### src/rtl/fpd_pkg.sv
package fpd_pkg;
  // Per-cycle sync event summary passed from the gap timer to the parity flop.
  typedef struct packed {
    logic lead;      // low-to-high sync edge this cycle
    logic long_gap;  // gap ended (or ending) was full-length
    logic full_now;  // still inside a gap that has reached the threshold
  } sync_evt_t;
endpackage

### src/rtl/fpd_input_sync.sv
module fpd_input_sync #(
  parameter int STAGES = 2,
  parameter int WIDTH  = 2
) (
  input  logic             clk,
  input  logic             rst_n,
  input  logic [WIDTH-1:0] d,
  output logic [WIDTH-1:0] q
);
  logic [WIDTH-1:0] pipe [STAGES];

  always_ff @(posedge clk) begin
    if (!rst_n) begin
      for (int i = 0; i < STAGES; i++) pipe[i] <= '0;
    end else begin
      pipe[0] <= d;
      for (int i = 1; i < STAGES; i++) pipe[i] <= pipe[i-1];
    end
  end

  assign q = pipe[STAGES-1];
endmodule

### src/rtl/fpd_gap_timer.sv
module fpd_gap_timer
  import fpd_pkg::*;
#(
  parameter int CNT_W = 12
) (
  input  logic             clk,
  input  logic             rst_n,
  input  logic             sync_in,
  input  logic [CNT_W-1:0] thresh,
  output logic [CNT_W-1:0] gap_cnt,
  output sync_evt_t        evt
);
  localparam logic [CNT_W-1:0] CNT_MAX = {CNT_W{1'b1}};

  logic sync_q;
  logic reached;

  always_ff @(posedge clk) begin
    if (!rst_n) begin
      sync_q  <= 1'b0;
      gap_cnt <= '0;
    end else begin
      sync_q <= sync_in;
      if (sync_in)
        gap_cnt <= '0;
      else if (gap_cnt != CNT_MAX)
        gap_cnt <= gap_cnt + 1'b1;
    end
  end

  assign reached      = (gap_cnt >= thresh);
  assign evt.lead     = sync_in & ~sync_q;
  assign evt.long_gap = reached;
  assign evt.full_now = ~sync_in & reached;
endmodule

### src/rtl/fpd_parity_flop.sv
module fpd_parity_flop
  import fpd_pkg::*;
(
  input  logic      clk,
  input  logic      rst_n,
  input  sync_evt_t evt,
  output logic      par
);
  always_ff @(posedge clk) begin
    if (!rst_n)
      par <= 1'b0;
    else if (evt.lead)
      par <= evt.long_gap ? 1'b0 : ~par;
    else if (evt.full_now)
      par <= 1'b0;
  end
endmodule

### src/rtl/fpd_field_latch.sv
module fpd_field_latch #(
  parameter int LOCK_STROBES = 2
) (
  input  logic clk,
  input  logic rst_n,
  input  logic strobe,
  input  logic par,
  output logic field_odd,
  output logic field_valid
);
  localparam int SW = $clog2(LOCK_STROBES + 2);
  localparam logic [SW-1:0] LOCK_N = SW'(LOCK_STROBES);

  logic [SW-1:0] seen;
  logic          odd_q;

  always_ff @(posedge clk) begin
    if (!rst_n) begin
      seen  <= '0;
      odd_q <= 1'b0;
    end else if (strobe) begin
      odd_q <= ~par;
      if (seen != LOCK_N) seen <= seen + 1'b1;
    end
  end

  assign field_valid = (seen == LOCK_N);
  assign field_odd   = odd_q & field_valid;
endmodule

### src/rtl/field_parity_detector.sv
module field_parity_detector
  import fpd_pkg::*;
#(
  parameter int CNT_W          = 12,
  parameter int IN_SYNC_STAGES = 0,
  parameter int LOCK_STROBES   = 2
) (
  input  logic             clk,
  input  logic             rst_n,
  input  logic             csync,
  input  logic             vstart,
  input  logic [CNT_W-1:0] gap_thresh,
  output logic             field_odd,
  output logic             field_valid
);
  logic             csync_s;
  logic             vstart_s;
  logic [CNT_W-1:0] gap_cnt;
  logic             par;
  sync_evt_t        evt;

  generate
    if (IN_SYNC_STAGES == 0) begin : g_direct
      assign csync_s  = csync;
      assign vstart_s = vstart;
    end else begin : g_sync
      logic [1:0] sq;
      fpd_input_sync #(.STAGES(IN_SYNC_STAGES), .WIDTH(2)) u_sync (
        .clk(clk), .rst_n(rst_n), .d({csync, vstart}), .q(sq)
      );
      assign csync_s  = sq[1];
      assign vstart_s = sq[0];
    end
  endgenerate

  fpd_gap_timer #(.CNT_W(CNT_W)) u_gap (
    .clk(clk), .rst_n(rst_n), .sync_in(csync_s), .thresh(gap_thresh),
    .gap_cnt(gap_cnt), .evt(evt)
  );

  fpd_parity_flop u_par (
    .clk(clk), .rst_n(rst_n), .evt(evt), .par(par)
  );

  fpd_field_latch #(.LOCK_STROBES(LOCK_STROBES)) u_lat (
    .clk(clk), .rst_n(rst_n), .strobe(vstart_s), .par(par),
    .field_odd(field_odd), .field_valid(field_valid)
  );
endmodule

### config.mk
export PLATFORM = sky130hd
export DESIGN_NAME = field_parity_detector
export DESIGN_NICKNAME = d
export VERILOG_FILES = /design/src/rtl/fpd_pkg.sv /design/src/rtl/fpd_input_sync.sv /design/src/rtl/fpd_gap_timer.sv /design/src/rtl/fpd_parity_flop.sv /design/src/rtl/fpd_field_latch.sv /design/src/rtl/field_parity_detector.sv
export SDC_FILE = /design/constraint.sdc
export NUM_CORES = 1
export LEC_CHECK = 0
export BUFFER_PORTS_ARGS = -buffer_cell sky130_fd_sc_hd__buf_2
export CAP_MARGIN = 20
export CORE_ASPECT_RATIO = 0.7
export CORE_MARGIN = 1
export CORE_UTILIZATION = 52
export CTS_BUF_LIST = sky130_fd_sc_hd__clkbuf_4
export DETAILED_ROUTE_END_ITERATION = 7
export HOLD_SLACK_MARGIN = 0.06
export PLACE_DENSITY = 0.85
export SYNTH_ARGS = -nofsm -noshare
export SYNTH_HDL_FRONTEND = slang
export SYNTH_SLANG_ARGS = --single-unit
### constraint.sdc
create_clock -name clk -period 1.7 [get_ports clk]
set_clock_uncertainty 0.15 [all_clocks]
set_input_delay 0.085 -clock clk [delete_from_list [all_inputs] [get_ports clk]]
set_output_delay 0.085 -clock clk [all_outputs]
set_load 0.02 [all_outputs]
# After elaboration in Yosys (flattened, before gate mapping)
# Index checks and enable logic that the tools add are counted.
# word_totals
reg_bits	17
in_bits	16
out_inout_bits	2
wordCells	24
# classes
n_addsub	2
magnitude_cmp	1
eq_ne	3
muxes	3
bitwise	7
reduce_logical	3
# ops
operator	n
adder 12 x 1 -> 12 bit, second input constant	1
greater-or-equal comparator 12 bit	1
inequality test 12 bit, second input constant	1
NOT 1 bit	4
bitwise AND 1 bit	3
2-to-1 mux 1 bit	3
adder 2 x 1 -> 2 bit, second input constant	1
equality test 2 bit, second input constant	1
inequality test 2 bit, second input constant	1
AND reduction 2 bit	1
nonzero test 2 bit	1
OR reduction 2 bit	1

# Longest topological paths before layout
# Gate-level depths: netlist of run 1.
# logic_depth
depth_word	4
depth_mapped	6
mapped_depth_nobuf	6

# By module
# From an unflattened synthesis of run 1, not the netlist that was laid out.
# unflattened
hier_cells	126
hier_area_um2	1127.3
# by_module_without_submodules
mod	n_inst	cells_per_inst	area_each_um2	seq_area_each_um2
fpd_gap_timer	1	108	927.1	260.2
fpd_field_latch	1	14	147.6	60.1
fpd_parity_flop	1	4	52.6	20.0

# Least setup slack after synthesis of run 1
# No wires, ideal clock.
# synth_path
path_kind	register to register
startpoint	register u_gap.gap_cnt[0]
endpoint	register u_par.par
setup_ps	70
arrival_ps	1453
slack_ps	27
stages_incl_launch_ff	7
n_path_buf	0
synth_period_minus_slack_ps	1673
path_cell_list	dfxtp_1 -> inv_1 -> ha_1 -> nand2b_1 -> a2111oi_0 -> o211ai_1 -> a21oi_1
# synth_between
elab_chain_len	3
elab_cells_between_ends	5
# synth_lines
element	line_no	text
from (decl)	fpd_gap_timer.sv:10	output logic [CNT_W-1:0] gap_cnt,
from (signal assigned)	fpd_gap_timer.sv:27	gap_cnt <= gap_cnt + 1'b1;
greater-or-equal comparator 12 bit *	fpd_gap_timer.sv:31	assign reached = (gap_cnt >= thresh);
2-to-1 mux 1 bit or bitwise AND 1 bit (tied branches)	fpd_parity_flop.sv:13, fpd_gap_timer.sv:34	
2-to-1 mux 1 bit or nonzero test 2 bit (tied branches)	--	
to (signal assigned)	fpd_parity_flop.sv:13	par <= evt.long_gap ? 1'b0 : ~par;
to (decl)	fpd_parity_flop.sv:7	output logic par
# Mark *: on every way between the ends. The rest lies on a longest branch, timed or not.
# A chain may end at the register's enable or synchronous reset.

# Worst setup path in the final report of run 1
# layout_path
startpoint	register u_gap.gap_cnt[5]
endpoint	register u_par.par
# Same word-level chain as after synthesis.

==> impl_metrics.yaml, run 1 <==
die:
  num_rows: 13
  core_area_um2: 1940
  die-area_um2: 2350
  die_h_um: 40.8
  initial_core_util_pct: 57.9
  die_w_um: 57.5
  ios: 18
clocking:
  clkLatencyLatePin_ns: 0.30
  root_buffer: "clkbuf_4"
  cts.sinks: 17
  cts_buffer_depth: 2
  path_clk_slew_ns: 0.11
  cts_tree: "built"
  cts_buffers: 3
  cts_setup_buffers: 0
  htreeDepth: 1
outcome:
  violations: "DRC"
  outcome: "finished with violations"
setup_path:
  criticalPathCategory: "flip-flop to flip-flop"
  critPathLaunchType: "flip-flop"
  cp.required_ns: 1.80
  cp.arrival_ns: 1.72
  endpoint_kind: "flip-flop"
  crit_fanout: 5
global_route:
  grt_pass1_vias: 941
  grt_max_degree: 12
  grt_pass1_wl_mm: 4.04
  overflow: 0
  antenna_found_initial: 0
  grt_use_total_pct: 24.3
pwr:
  vdd_drop_max_v: 0.000354
  swShare_pct: 27.5
  seqPwrFrac_pct: 54.6
  intPower_w: 0.000571
  p_leak_nw: 0.676
  fin_total_pwr_w: 0.000787
  switchingPower_w: 0.000217
  combPwrFrac_pct: 16.8
  clkPwrFrac_pct: 28.6
  power.density_nw_per_um2: 578
sta:
  finalHoldWorstSlack_ns: 0.161
  fin_setup_tns_ns: 0
  slew_headroom_pct: 71.6
  period_share_pct: 95.7
  setup_slack_ns: 0.0736
  drv_slew: 0
  fmax_ghz: 0.615
  setup_viol: 0
  tightest_slew_ns: 0.426
  finalHoldViolCount: 0
  fin_crit_ns: 1.63
  rsz0062_at_grt: "false"
placement:
  port_buffers: 17
  dp_slack_ns: 0.0100
  dpl_cell_area_um2: 1290
  hpwlAfterDp_mm: 2.06
  routabilityCongestion: 0.830
flow_run:
  max_cap_viol_count: 0
synth:
  yosys_most_used_dff: "dfxtp_1"
  yosysSeqAreaShare_pct: 30.4
  yosys_warnings: 0
  synth_seq_cells: 17
  ys_async_sr_fraction_pct: 0
  synth_edf_count: 0
  syn_inst: 127
  synth_cell_types: 36
  syn_area_um2: 1120
  syn_nets: 157
  avgSynthCellArea_um2: 8.83
drt:
  vias: 1042
  drt-pass1-iter-count: 6
  drc: 2
  wl_mm: 2.62
  drt_iter0_drc: 52
  via_per_inst: 5.76
  ant_nets: 0
  routedWlPerCell_um: 14.5
worst_hold_path:
  hp-class: "input port to flip-flop"
final_layout:
  nets: 190
  drive_above_1_share_pct: 24.5
  syn_to_final_growth_pct: 21.5
  n_antenna_cell: 0
  postLayoutCellArea_um2: 1360
  nFillCells: 159
-- logic make-up after synthesis --
| logic type | after synthesis | synth area share (%) |
|---|---|---|
| flip-flops | 17 | 30.4 |
| XOR/XNOR | 7 | 5.47 |
| multiplexers | 4 | 4.02 |
| AO/OA/AOI/OAI | 23 | 12.9 |
| adder cells (fa/ha/maj) | 14 | 15.6 |
| buffers and inverters | 17 | 6.36 |
| AND/OR/NAND/NOR | 45 | 25.2 |
-- per-stage QoR --
step | cells | utilization [%]
after global placement | 173 | 66.5
final | 181 | 70.4
after CTS | 181 | 70.0
after global routing | 181 | 70.4
after detailed placement | 173 | 66.5
after floorplan | 127 | -
-- sequential cells by signal, indices dropped and copies added (netlist names) --
signal         count
u_gap.gap_cnt     12
u_gap.sync_q       1
u_par.par          1
u_lat.seen         2
u_lat.odd_q        1
-- power by group through the flow --
stage                     clock [W]  sequential [W]  combinational, W
after detailed placement          0        0.000439          0.000121
after CTS                  0.000223        0.000430          0.000129
after global placement            0        0.000437          0.000112
final                      0.000225        0.000430          0.000132
after global routing       0.000246        0.000433          0.000150
after floorplan                   0        0.000435         0.0000782
-- routing by layer --
metal	global-route usage [%]	share of wire, %	up-vias
li1	-	-	521
met3	7.26	6.1	6
met2	47.7	47	38
met4	6.10	1.3	0
met5	0	0	-
met1	26.8	46	477
-- critical path, stage by stage, from the launching register on --
cell and delay (ns):
dfxtp_1 0.43, ha_1 0.28, a211o_1 0.30, o211ai_1 0.13
o211ai_1 0.15, a21oi_1 0.15
-- timing repair --
| action | 4_1_cts | 5_1_grt |
|---|---|---|
| gates resized for setup | 1 | 2 |
| hold buffers | 4 | 0 |
| hold endpoints to repair | 5 | 0 |
| endpoints found under the setup margin | 1 | 3 |
| pin swaps | 0 | 2 |
-- Yosys cell counts, drive strengths merged, types with 4 or more instances --
library cell / instances / share of area, %
nor2: 12 / 4.0
ha: 14 / 16
and3: 5 / 3.0
inv: 15 / 5.0
o21ai: 4 / 1.8
dfxtp: 17 / 30
nand4: 5 / 4.1
xnor2: 4 / 3.1
nand3: 5 / 2.2
a21oi: 7 / 3.1
-- cells in the final DEF (no fill, tap or decap), types with 2 or more instances in the layout --
| cell type | netlist | final |
|---|---|---|
| nand3_1 | 5 | 5 |
| nand2b_1 | 2 | 2 |
| nor2_1 | 12 | 12 |
| buf_4 | 0 | 9 |
| a211oi_1 | 3 | 3 |
| mux2i_1 | 3 | 3 |
| ha_1 | 14 | 13 |
| nand4_1 | 4 | 4 |
| a31oi_1 | 3 | 3 |
| nand2_1 | 3 | 3 |
| inv_1 | 15 | 15 |
| xnor2_1 | 4 | 4 |
| o21ai_0 | 4 | 4 |
| clkbuf_4 | 0 | 3 |
| and4_1 | 2 | 2 |
| dlygate4sd3_1 | 0 | 4 |
| buf_2 | 0 | 17 |
| o211ai_1 | 2 | 2 |
| and3_2 | 2 | 2 |
| xor2_1 | 3 | 3 |
| and2_1 | 3 | 3 |
| dfxtp_1 | 17 | 17 |
| and3_1 | 3 | 3 |
| a21oi_1 | 7 | 7 |
-- cell type report --
class	count	area (um2)	area share [%]
Clock buffer	3	22.5	1.65
Clock inverter	1	5.00	0.367
Inverter	15	56.3	4.13
Multi-Input combinational cell	93	718	52.7
Sequential cell	17	340	25.0
Tap cell	22	27.5	2.02
Timing Repair Buffer	30	193	14.1
-- worst paths after layout --
kind | startpoint | endpoint | slack (ns) | depth (start not counted)
min | gap_thresh[7] | u_par.par | 0.16 | 6
max reg2reg | u_gap.gap_cnt[5] | u_par.par | 0.07 | 5
max | u_gap.gap_cnt[5] | u_par.par | 0.07 | 5
min reg2reg | u_lat.odd_q | u_lat.odd_q | 0.36 | 2
Power figures use the tool's default switching activity.
==> run 2: changes to the inputs <==
SYNTH_HIERARCHICAL = 1   (was not set)
==> run 2 against run 1 <==
Compared with the run above:
- the run ends with DRC, setup timing left
- non-clock buffer count increased by 7
- combinational power grew 8%
- critical endpoint is now u_par/par
- register-to-register slack got worse by 0.23 ns
- utilization grew 6.0 points
- die area increased by 0.54%
- sequential power down 2%
- first-iteration DRC count grew 9.6%
- worst hold slack better by 0.19 ns
- via count grew 5.6%
- flip-flop and latch count unchanged
- sequential share of layout area decreased by 1.8 points
==> impl_metrics.yaml, run 2 <==
synth:
  synth_seq_cells: 17
  ys_async_sr_fraction_pct: 0
  netlist.top_cell.by_area: "dfxtp_1"
  synth_edf_count: 0
  yosys_most_used_dff: "dfxtp_1"
  syn_inst: 126
  yosys-top-cells-area: "dfxtp_1, ha_1, inv_1"
  avgSynthCellArea_um2: 8.95
  syn_nets: 156
  yosysTopAreaCellShare_pct: 30.2
  yosysSeqAreaShare_pct: 30.2
  synth_cell_types: 37
  syn_area_um2: 1130
  yosysMostFrequentCell: "dfxtp_1"
  yosys_warnings: 6
  synthTopCellsByCount: "dfxtp_1, ha_1, inv_1"
clocking:
  cts.sinks: 17
  cts_buffers: 3
  clkLatencyLatePin_ns: 0.31
  htreeDepth: 1
  cts_buffer_depth: 2
  root_buffer: "clkbuf_4"
  path_clk_slew_ns: 0.11
  cts_tree: "built"
global_route:
  grt_max_degree: 11
  grt_pass1_wl_mm: 4.35
  grt_use_total_pct: 26.6
  overflow: 0
  antenna_found_initial: 0
  grt_pass1_vias: 955
placement:
  dp.cells: 177
  dp_slack_ns: -0.236
  port_buffers: 17
  routabilityCongestion: 0.804
  hpwlAfterDp_mm: 2.13
pwr:
  p_leak_nw: 0.696
  swShare_pct: 26.7
  switchingPower_w: 0.000218
  intPower_w: 0.000597
  fin_total_pwr_w: 0.000814
  power.density_nw_per_um2: 546
  seqPwrFrac_pct: 51.7
  vdd_drop_max_v: 0.000431
  combPwrFrac_pct: 17.6
  clkPwrFrac_pct: 30.8
die:
  die_w_um: 57.7
  die-area_um2: 2360
  die_h_um: 41.0
  ios: 18
  core_area_um2: 1950
  initial_core_util_pct: 57.8
  num_rows: 13
setup_path:
  cp.arrival_ns: 1.92
  critPathLaunchType: "flip-flop"
  cp.required_ns: 1.76
  crit_fanout: 3
  criticalPathCategory: "flip-flop to flip-flop"
  endpoint_kind: "flip-flop"
final_layout:
  drive_above_1_share_pct: 34.1
  nFillCells: 153
  largest_register_ffs: 12
  multi_input_comb_area_um2: 785
  syn_to_final_growth_pct: 32.3
  n_antenna_cell: 0
  top_regs: "u_gap/gap_cnt: 12 flops, u_lat/seen: 2 flops"
  top_register: "u_gap/gap_cnt"
  final_common_cell: "buf_2"
  mostFrequentLayoutCells: "buf_2, buf_4, inv_1, dfxtp_1, ha_1"
  fin_cells: 186
  nets: 195
  seqCellArea_um2: 345
drt:
  vias: 1100
  via_per_inst: 5.91
  drt-pass1-iter-count: 6
  routedWlPerCell_um: 16.0
  drt_iter0_drc: 57
  wl_mm: 2.97
  drc: 1
  ant_nets: 0
sta:
  tightest_slew_ns: 0.406
  finalHoldWorstSlack_ns: 0.350
  setup_slack_ns: -0.158
  rsz0062_at_grt: "true"
  drv_slew: 0
  period_share_pct: 109
  slew_headroom_pct: 73.0
  fin_setup_tns_ns: -0.158
  setup_viol: 1
  fmax_ghz: 0.538
  finalHoldViolCount: 0
  fin_crit_ns: 1.86
outcome:
  violations: "DRC, setup timing"
  outcome: "finished with violations"
flow_run:
  max_cap_viol_count: 0
worst_hold_path:
  hp-class: "flip-flop to flip-flop"
[run 2: changes by cell type after synthesis, sizes merged, moves of 2 or more]
cell    change
nor2        -8
o211ai      -2
o21ai       +4
a211oi      -2
o211a       +2
and3        -3
nor2b       +3
xnor2       -3
nor3        +2
a21oi       +3
or3         +2
[run 2: what timing repair did]
action	4_1_cts	5_1_grt
pin swaps	6	3
resized for setup	9	4
endpoints found under the hold margin	7	0
endpoints found under the setup margin	2	4
hold buffers	5	0
buffers inserted	1	0
[run 2: final timing paths]
kind                                  startpoint            end  slack [ns]  cells after the start
worst max-delay path            u_gap/gap_cnt[9]      u_par/par       -0.16                      7
worst max register to register  u_gap/gap_cnt[9]      u_par/par       -0.16                      7
worst min register to register     u_lat/seen[0]  u_lat/seen[0]        0.35                      2
worst min-delay path               u_lat/seen[0]  u_lat/seen[0]        0.35                      2
[run 2: layout make-up]
cell class / instances / area share (%)
Multi-Input combinational cell: 92 / 52.6
Tap cell: 22 / 1.85
Sequential cell: 17 / 23.2
Timing Repair Buffer: 37 / 16.9
Inverter: 14 / 3.52
Clock buffer: 4 / 2.01
[run 2: worst max-delay path: stages (launching register included)]
cell and delay, ns:
dfxtp_1 0.33, ha_1 0.29, nand4_1 0.22, a211oi_2 0.21, nand4b_1 0.15, a31oi_1 0.18, nor3b_2 0.06, o21a_1 0.16
[run 2: cells by family after synthesis]
kind of cell    Yosys count  share of synthesized area, %
fa+ha+maj                14                          15.5
mux                       2                          1.78
xor+xnor                  4                          3.11
compound gates           26                          13.5
simple gates             46                          29.5
buf+inv                  17                          6.33
flops                    17                          30.2
[run 2: power groups by stage]
stage / logic (W) / registers, W / clock network [W]
3_3_place_gp: 0.000102 / 0.000428 / 0
3_5_place_dp: 0.000111 / 0.000429 / 0
4_1_cts: 0.000139 / 0.000420 / 0.000245
5_1_grt: 0.000158 / 0.000421 / 0.000260
6_report: 0.000143 / 0.000421 / 0.000251
2_1_floorplan: 0.0000660 / 0.000428 / 0
[run 2: per-stage QoR]
step	util (%)	cell area (um2)
final	76.4	1490
after global routing	76.4	1490
after CTS	75.4	1470
after detailed placement	68.4	1340
after global placement	68.4	1340
after floorplan	-	1130
[run 2: per-layer routing]
metal	part of all wire [%]	routed length, um	global-route usage [%]	vias up
met5	0	0	0	-
met4	2.6	78	8.93	0
met3	7.0	209	6.62	10
met2	46	1370	46.5	51
met1	44	1320	33.4	503
li1	-	-	-	536
